--- src/rtl/dmw_pkg.sv ---
package dmw_pkg;

    localparam int DMW_XLEN = 64;
    localparam logic [2:0] PERM_RWX  = 3'b111;
    localparam logic [2:0] PERM_NONE = 3'b000;

    typedef enum logic [2:0] {
        RK_NONE    = 3'b000,
        RK_DIRECT  = 3'b001,
        RK_FAULT   = 3'b010,
        RK_FORWARD = 3'b100
    } res_kind_e;

    typedef struct packed {
        res_kind_e             kind;
        logic [DMW_XLEN-1:0]   addr;
        logic [2:0]            perm;
        logic                  fetch_err;
    } dmw_result_t;

    function automatic dmw_result_t mk_direct(input logic [DMW_XLEN-1:0] pa);
        dmw_result_t r;
        r.kind      = RK_DIRECT;
        r.addr      = pa;
        r.perm      = PERM_RWX;
        r.fetch_err = 1'b0;
        return r;
    endfunction

    function automatic dmw_result_t mk_fault(input logic [DMW_XLEN-1:0] va,
                                             input logic fetch);
        dmw_result_t r;
        r.kind      = RK_FAULT;
        r.addr      = va;
        r.perm      = PERM_NONE;
        r.fetch_err = fetch;
        return r;
    endfunction

    function automatic dmw_result_t mk_forward(input logic [DMW_XLEN-1:0] va);
        dmw_result_t r;
        r.kind      = RK_FORWARD;
        r.addr      = va;
        r.perm      = PERM_NONE;
        r.fetch_err = 1'b0;
        return r;
    endfunction

endpackage

--- src/rtl/dmw_window_match.sv ---
module dmw_window_match
    import dmw_pkg::*;
#(
    parameter int VA_W       = 48,
    parameter int SEG64_W    = 4,
    parameter int SEG32_W    = 3,
    parameter int KEN_BIT    = 0,
    parameter int UEN_BIT    = 3,
    parameter int PSEG32_LSB = 25
) (
    input  logic [DMW_XLEN-1:0] cfg,
    input  logic [DMW_XLEN-1:0] va,
    input  logic                user,
    input  logic                is32,
    output logic                hit,
    output logic [DMW_XLEN-1:0] pa
);
    localparam int XLEN      = DMW_XLEN;
    localparam int HALF      = 32;
    localparam int SEG64_LSB = XLEN - SEG64_W;
    localparam int SEG32_LSB = HALF - SEG32_W;

    logic               en;
    logic               seg_eq;
    logic [SEG64_W-1:0] cfg_seg64, va_seg64;
    logic [SEG32_W-1:0] cfg_seg32, va_seg32, pseg32;
    logic [XLEN-1:0]    pa64, pa32;
    logic               bits_unused;

    assign en        = user ? cfg[UEN_BIT] : cfg[KEN_BIT];
    assign cfg_seg64 = cfg[XLEN-1:SEG64_LSB];
    assign va_seg64  = va[XLEN-1:SEG64_LSB];
    assign cfg_seg32 = cfg[HALF-1:SEG32_LSB];
    assign va_seg32  = va[HALF-1:SEG32_LSB];
    assign pseg32    = cfg[PSEG32_LSB+SEG32_W-1:PSEG32_LSB];

    assign seg_eq = is32 ? (cfg_seg32 == va_seg32) : (cfg_seg64 == va_seg64);
    assign hit    = en & seg_eq;

    assign pa64 = {{(XLEN-VA_W){1'b0}}, va[VA_W-1:0]};
    assign pa32 = {{(XLEN-HALF){1'b0}}, pseg32, va[SEG32_LSB-1:0]};
    assign pa   = is32 ? pa32 : pa64;

    assign bits_unused = ^{cfg, va};
endmodule

--- src/rtl/dmw_first_hit.sv ---
module dmw_first_hit #(
    parameter int N = 4,
    parameter int W = 64
) (
    input  logic [N-1:0]        hit,
    input  logic [N-1:0][W-1:0] pa,
    output logic                any_hit,
    output logic [W-1:0]        sel_pa
);
    always_comb begin
        any_hit = |hit;
        sel_pa  = '0;
        for (int i = N - 1; i >= 0; i--) begin
            if (hit[i]) begin
                sel_pa = pa[i];
            end
        end
    end
endmodule

--- src/rtl/dmw_canon_check.sv ---
module dmw_canon_check
    import dmw_pkg::*;
#(
    parameter int VA_W  = 48,
    parameter int EXT_W = 16
) (
    input  logic [DMW_XLEN-1:0] va,
    output logic                canon
);
    localparam int TOP = VA_W + EXT_W - 1;

    logic [EXT_W-1:0] ext;
    logic             va_unused;

    assign ext       = va[TOP:VA_W];
    assign canon     = (ext == {EXT_W{1'b0}}) || (ext == {EXT_W{1'b1}});
    assign va_unused = ^va;
endmodule

--- src/rtl/dmw_translate.sv ---
module dmw_translate
    import dmw_pkg::*;
#(
    parameter int VA_W       = 48,
    parameter int PA_W       = 48,
    parameter int NUM_WIN    = 4,
    parameter int SEG64_W    = 4,
    parameter int SEG32_W    = 3,
    parameter int EXT_W      = 16,
    parameter int KEN_BIT    = 0,
    parameter int UEN_BIT    = 3,
    parameter int PSEG32_LSB = 25
) (
    input  logic                        clk,
    input  logic                        rst,
    input  logic                        req_valid,
    input  logic [63:0]                 req_vaddr,
    input  logic                        req_user,
    input  logic                        req_fetch,
    input  logic                        mode_da,
    input  logic                        mode_pg,
    input  logic                        mode_32,
    input  logic [NUM_WIN*64-1:0]       win_cfg,
    output logic                        res_valid,
    output logic [2:0]                  res_kind,
    output logic [63:0]                 res_addr,
    output logic [2:0]                  res_perm,
    output logic                        res_fetch_err
);
    localparam int XLEN = DMW_XLEN;

    logic [NUM_WIN-1:0]           win_hit;
    logic [NUM_WIN-1:0][XLEN-1:0] win_pa;
    logic                         any_hit;
    logic [XLEN-1:0]              hit_pa;
    logic                         canon;
    logic [XLEN-1:0]              da_pa;
    dmw_result_t                  nxt, res_q;
    logic                         valid_q;

    for (genvar g = 0; g < NUM_WIN; g++) begin : g_win
        dmw_window_match #(
            .VA_W      (VA_W),
            .SEG64_W   (SEG64_W),
            .SEG32_W   (SEG32_W),
            .KEN_BIT   (KEN_BIT),
            .UEN_BIT   (UEN_BIT),
            .PSEG32_LSB(PSEG32_LSB)
        ) u_win (
            .cfg (win_cfg[g*XLEN +: XLEN]),
            .va  (req_vaddr),
            .user(req_user),
            .is32(mode_32),
            .hit (win_hit[g]),
            .pa  (win_pa[g])
        );
    end

    dmw_first_hit #(.N(NUM_WIN), .W(XLEN)) u_pick (
        .hit    (win_hit),
        .pa     (win_pa),
        .any_hit(any_hit),
        .sel_pa (hit_pa)
    );

    dmw_canon_check #(.VA_W(VA_W), .EXT_W(EXT_W)) u_canon (
        .va   (req_vaddr),
        .canon(canon)
    );

    assign da_pa = {{(XLEN-PA_W){1'b0}}, req_vaddr[PA_W-1:0]};

    always_comb begin
        if (mode_da && !mode_pg) begin
            nxt = mk_direct(da_pa);
        end else if (any_hit) begin
            nxt = mk_direct(hit_pa);
        end else if (!canon) begin
            nxt = mk_fault(req_vaddr, req_fetch);
        end else begin
            nxt = mk_forward(req_vaddr);
        end
    end

    always_ff @(posedge clk) begin
        if (rst) begin
            valid_q <= 1'b0;
            res_q   <= '0;
        end else begin
            valid_q <= req_valid;
            res_q   <= req_valid ? nxt : '0;
        end
    end

    assign res_valid     = valid_q;
    assign res_kind      = res_q.kind;
    assign res_addr      = res_q.addr;
    assign res_perm      = res_q.perm;
    assign res_fetch_err = res_q.fetch_err;
endmodule

--- config.mk ---
export PLATFORM = sky130hd
export DESIGN_NAME = dmw_translate
export DESIGN_NICKNAME = d
export VERILOG_FILES = /design/src/rtl/dmw_pkg.sv /design/src/rtl/dmw_window_match.sv /design/src/rtl/dmw_first_hit.sv /design/src/rtl/dmw_canon_check.sv /design/src/rtl/dmw_translate.sv
export SDC_FILE = /design/constraint.sdc
export NUM_CORES = 1
export LEC_CHECK = 0
export BUFFER_PORTS_ARGS = -buffer_cell sky130_fd_sc_hd__buf_2
export CORE_AREA = 2 2 155 157
export CTS_CLUSTER_DIAMETER = 40
export DETAILED_ROUTE_END_ITERATION = 12
export DIE_AREA = 0 0 157 159
export PLACE_DENSITY = 0.39
export SLEW_MARGIN = 40
export SYNTH_ARGS = -nofsm -noshare
export SYNTH_HDL_FRONTEND = slang
export SYNTH_SLANG_ARGS = --single-unit
export TNS_END_PERCENT = 30
--- constraint.sdc ---
create_clock -name clk -period 2.31 [get_ports clk]
set_input_delay 0.1155 -clock clk [delete_from_list [all_inputs] [get_ports clk]]
set_output_delay 0.1155 -clock clk [all_outputs]
set_load 0.01 [all_outputs]
# == Word level (Yosys, flattened, before mapping) ==
# Index checks and enable logic that the tools add are counted.
# word_totals
register_bits,72
in_bits,328
out_inout_bits,72
# classes
n_eq_ne,9
muxes,19
bitwise_logic,5
n_reduce_logical,9
# ops
cell,n
$mux 48,8
$mux 69,2
$mux 71,1
$eq 16x16->1 const B,1
$eq 4x4->1,4
$logic_not 16->1,1
$eq 3x3->1,4
$mux 1,8
$reduce_or 8->1,1
$reduce_or 7->1,1
$and 1x1->1,4
$reduce_or 4->1,1
$reduce_or 3->1,1
$reduce_or 2->1,1
$logic_and 1x1->1,1
$logic_not 1->1,1
$logic_or 1x1->1,1
$not 1->1,1

# == Depth between registers and ports, before layout ==
# depth
depth_word,9
mapped_depth,10

# == Modules after synthesis ==
# Synthesis repeated with hierarchy kept, for this count alone.
# hier_totals
hier_cells,850
area_unflattened_um2,7104.3
# by_module_without_submodules
mod,instances,cells_each,area_each_um2,seq_area_each_um2
dmw_translate,1,288,2631.3,1381.3
dmw_window_match,4,79,586.8,0.0
dmw_first_hit,1,235,2058.2,0.0
dmw_canon_check,1,11,67.6,0.0

# == Worst setup path after synthesis ==
# No wires, ideal clock.
# synth_timing
path_kind,input port to flip-flop
start,input port req_vaddr[61]
end,register res_q (netlist bit res_addr[50])
arrival_time_ps,1672
setup_slack_ps,525
stages,10
path_buffers,3
path_cell_list,buf_4 -> xor2_1 -> nor4_2 -> nand3_1 -> and3_4 -> and2_4 -> and3_4 -> buf_6 -> buf_8 -> and2_4
# synth_between
elab_chain_cells,5
# synth_rtl
element,line_no,rtl
from (decl),dmw_translate.sv:17,"input logic [63:0] req_vaddr,"
$eq 4x4->1,dmw_window_match.sv:37,assign seg_eq = is32 ? (cfg_seg32 == va_seg32) : (cfg_seg64 == va_seg64);
$mux 1,dmw_window_match.sv:37,
$and 1x1->1,dmw_window_match.sv:38,assign hit = en & seg_eq;
$reduce_or 4->1 (*),dmw_first_hit.sv:11,any_hit = |hit;
$mux 69 (*),dmw_translate.sv:76,end else if (any_hit) begin
to (signal assigned),dmw_translate.sv:91,res_q <= req_valid ? nxt : '0;
to (decl),dmw_translate.sv:38,"dmw_result_t nxt, res_q;"
# Every way passes the cells marked *; elsewhere a longest branch is shown, timed or not.
# A chain may end at the register's enable or synchronous reset.

# == Worst setup path after layout ==
# layout_timing
start,input port req_vaddr[62]
end,register res_q (netlist bit res_addr[33])
# layout_between
elab_chain_cells,9
# layout_rtl
element,line_no,rtl
$eq 4x4->1,dmw_window_match.sv:37,
$mux 1,dmw_window_match.sv:37,
$and 1x1->1,dmw_window_match.sv:38,
$mux 48 (4 in series),dmw_first_hit.sv:14,if (hit[i]) begin
$mux 69 (*),dmw_translate.sv:76,
$mux 69 (*),dmw_translate.sv:74,if (mode_da && !mode_pg) begin
# Marked as above.

==> impl_metrics.yaml <==
synth:
  synth_area_leaders: "dfxtp_1 (51%), and2_1 (11%), xor2_1 (5.9%)"
  synth_top_family_by_area: "simple AND/OR/NAND/NOR gates"
  synth-xor-area-share_pct: 9.12
  synth_top_cell_area_share_pct: 51.4
  synthAdderAreaFrac_pct: 0
  syn_area_um2: 2690
  ys_types: 41
  synth_common_cells: "dfxtp_1 (69), and2_1 (49), xor2_1 (18)"
  syn_inst: 256
  ys_seq_elements: 69
  yosysMostFrequentCell: "dfxtp_1"
  synth_flop_cell: "dfxtp_1"
  synth_compound_area_share_pct: 6.51
  ys_warn_count: 0
  syn_avg_cell_area_um2: 10.5
  synthMuxAreaShare_pct: 2.28
  synth.net_count: 584
  synth_seq_area_share_pct: 51.4
  synth-simple-area-share_pct: 25.5
  synth_top_area_cell: "dfxtp_1"
  synth_edf_count: 0
  async_flop_share_pct: 0
worst_setup_path:
  cp_slowest_cell: "nor4_1"
  cp_cell_sequence: "buf_2 -> xor2_1 -> nor4_1 -> a22oi_1 -> and3_4 -> a21boi_2 -> a21oi_1 -> buf_4 -> and2_2"
  critPathMaxFanout: 16
  critPathLaunchType: "input pin"
  cpPeakStageDelay_ps: 390
  worstSetupEndpointType: "flip-flop"
  cp.arrival_ps: 2000
  required_ps: 2530
  critical_path_class: "input pin to flip-flop"
sta:
  fmax_mhz: 563
  fin_hold_ws_ps: 19.5
  finalSetupViolations: 0
  relSlewSlack_pct: 65.6
  final_hold_viol_count: 0
  finalCriticalPeriod_ps: 1780
  timing.setup.tns_ps: 0
  drv_slew: 0
  tightest_slew_ps: 516
  finalCritPeriodShare_pct: 76.9
  rsz0062_at_grt: "false"
finish:
  nets: 818
  multiInputGateArea_um2: 1170
  final-seq-area_um2: 1380
  final_cell_area_um2: 4690
  drive_gt1_share_pct: 46.9
  antenna_cells: 0
  nFillCells: 2598
  fin_cells: 814
  synthToLayoutAreaGrowth_pct: 74.5
power_and_ir_drop:
  power_mw: 3.06
  p_leak_nw: 2.23
  p_comb_share_pct: 15.0
  p_int_mw: 2.33
  max-vdd-ir-drop_mv: 0.234
  pwr-share-clk_pct: 44.1
  seqPwrFrac_pct: 40.9
  power_switching_share_pct: 24.1
  power.density_nw_per_um2: 653
  p_sw_mw: 0.737
drt:
  vias: 2547
  wl_per_cell_um: 11.5
  firstDrtPassIters: 4
  drt_iter0_drc: 61
  wirelength_mm: 9.38
  drc: 0
  ant_nets: 0
  vias_per_cell: 3.13
clocking:
  cts_tree: "done"
  cts_num_sinks: 69
  cts_max_level: 3
  post_cts_buffers: 0
  numCtsBuffers: 9
  clkTransAtPathRegs_ps: 60
  cts-root-buf: "clkbuf_16"
  cts_max_path_buffers: 2
floorplan:
  die-height_um: 159
  row_count: 56
  die_x_um: 157
  ioPinCount: 400
  die-area_um2: 25000
  start_util_pct: 11.6
  core_area_um2: 23200
min_path:
  min_path_type: "input pin to flip-flop"
global_routing:
  grt_overflow_total: 0
  grt_antenna_before_repair: 0
  grt_pass1_wl_mm: 14.1
  grt_pass1_vias: 2638
  grt_use_total_pct: 7.41
  grt_start_max_net_pins: 21
placed_design:
  portBuffers: 191
  dp.cells: 753
  dp_hpwl_mm: 7.34
  gp_congestion: 0.692
  dpl-instance-area_um2: 3960
status:
  status: "finished clean"
run:
  drv_cap: 0
==> state kept, by name, summed over array words and instances, names as in the netlist <==
name,flops
res_perm,1
res_kind,2
res_addr,64
res_fetch_err,1
res_valid,1
==> power by group through the flow <==
stage,sequential [mW],combinational [mW],clock (mW)
2_1_floorplan,1.31,0.179,0
3_3_place_gp,1.28,0.405,0
3_5_place_dp,1.28,0.405,0
4_1_cts,1.25,0.468,1.41
5_1_grt,1.26,0.508,1.46
6_report,1.25,0.459,1.35
==> cells in the final DEF (no fill, tap or decap), drive strengths merged, types with 7 or more instances in the layout <==
master | synthesis | final
nor4 | 9 | 9
o21ai | 9 | 9
xor2 | 18 | 18
a21oi | 7 | 7
dlygate4sd3 | 0 | 45
xnor2 | 10 | 10
buf | 12 | 195
clkbuf | 5 | 12
and2 | 64 | 64
dfxtp | 69 | 69
==> metal layers <==
layer	track usage, %	wire length (µm)	vias to the layer above
met5	0	0	-
met4	3.13	106	0
met3	2.37	798	5
met2	11.9	4230	121
met1	9.08	4250	1112
li1	-	-	1309
==> cells by family (layout without fill, tap and decap cells) <==
family	count (synthesis)	after routing
muxes	6	6
AOI/OAI and AO/OA	27	27
and+or+nand+nor	103	103
xor gates and xnor gates	28	28
buffers and inverters	23	262
DFF	69	69
==> critical path, delay by kind of cell <==
family,cells,cell delay [ps]
AND/OR/NAND/NOR,3,810
AO/OA/AOI/OAI,3,530
XOR/XNOR,1,170
buffers and inverters,2,360
==> per-stage QoR <==
step | util, % | worst slack, ps
global placement | 17.1 | 194
floorplan | - | 525
detailed placement | 17.1 | 201
CTS | 20.2 | 555
global route | 20.2 | 417
finish | 20.2 | 535
==> cell type report <==
class / count / share of cell area, %
clock buffer: 12 / 5.04
clock inverter: 4 / 1.04
inverter: 6 / 0.480
multi-input combinational: 164 / 24.9
sequential: 69 / 29.4
tap: 319 / 8.51
timing repair buffer: 240 / 30.6
==> worst paths after layout <==
path | startpoint | slack, ps | depth (start not counted) | endpoint
worst max-delay path | req_vaddr[62] | 530 | 9 | res_addr[33]$_SDFF_PP0_
worst min-delay path | req_vaddr[14] | 20 | 2 | res_addr[14]$_SDFF_PP0_
==> repair_timing <==
item,4_1_cts,5_1_grt
endpoints found under the hold margin,45,0
resized for setup,0,0
setup endpoints to repair,0,0
hold buffers,45,0
Power figures use the tool's default switching activity.
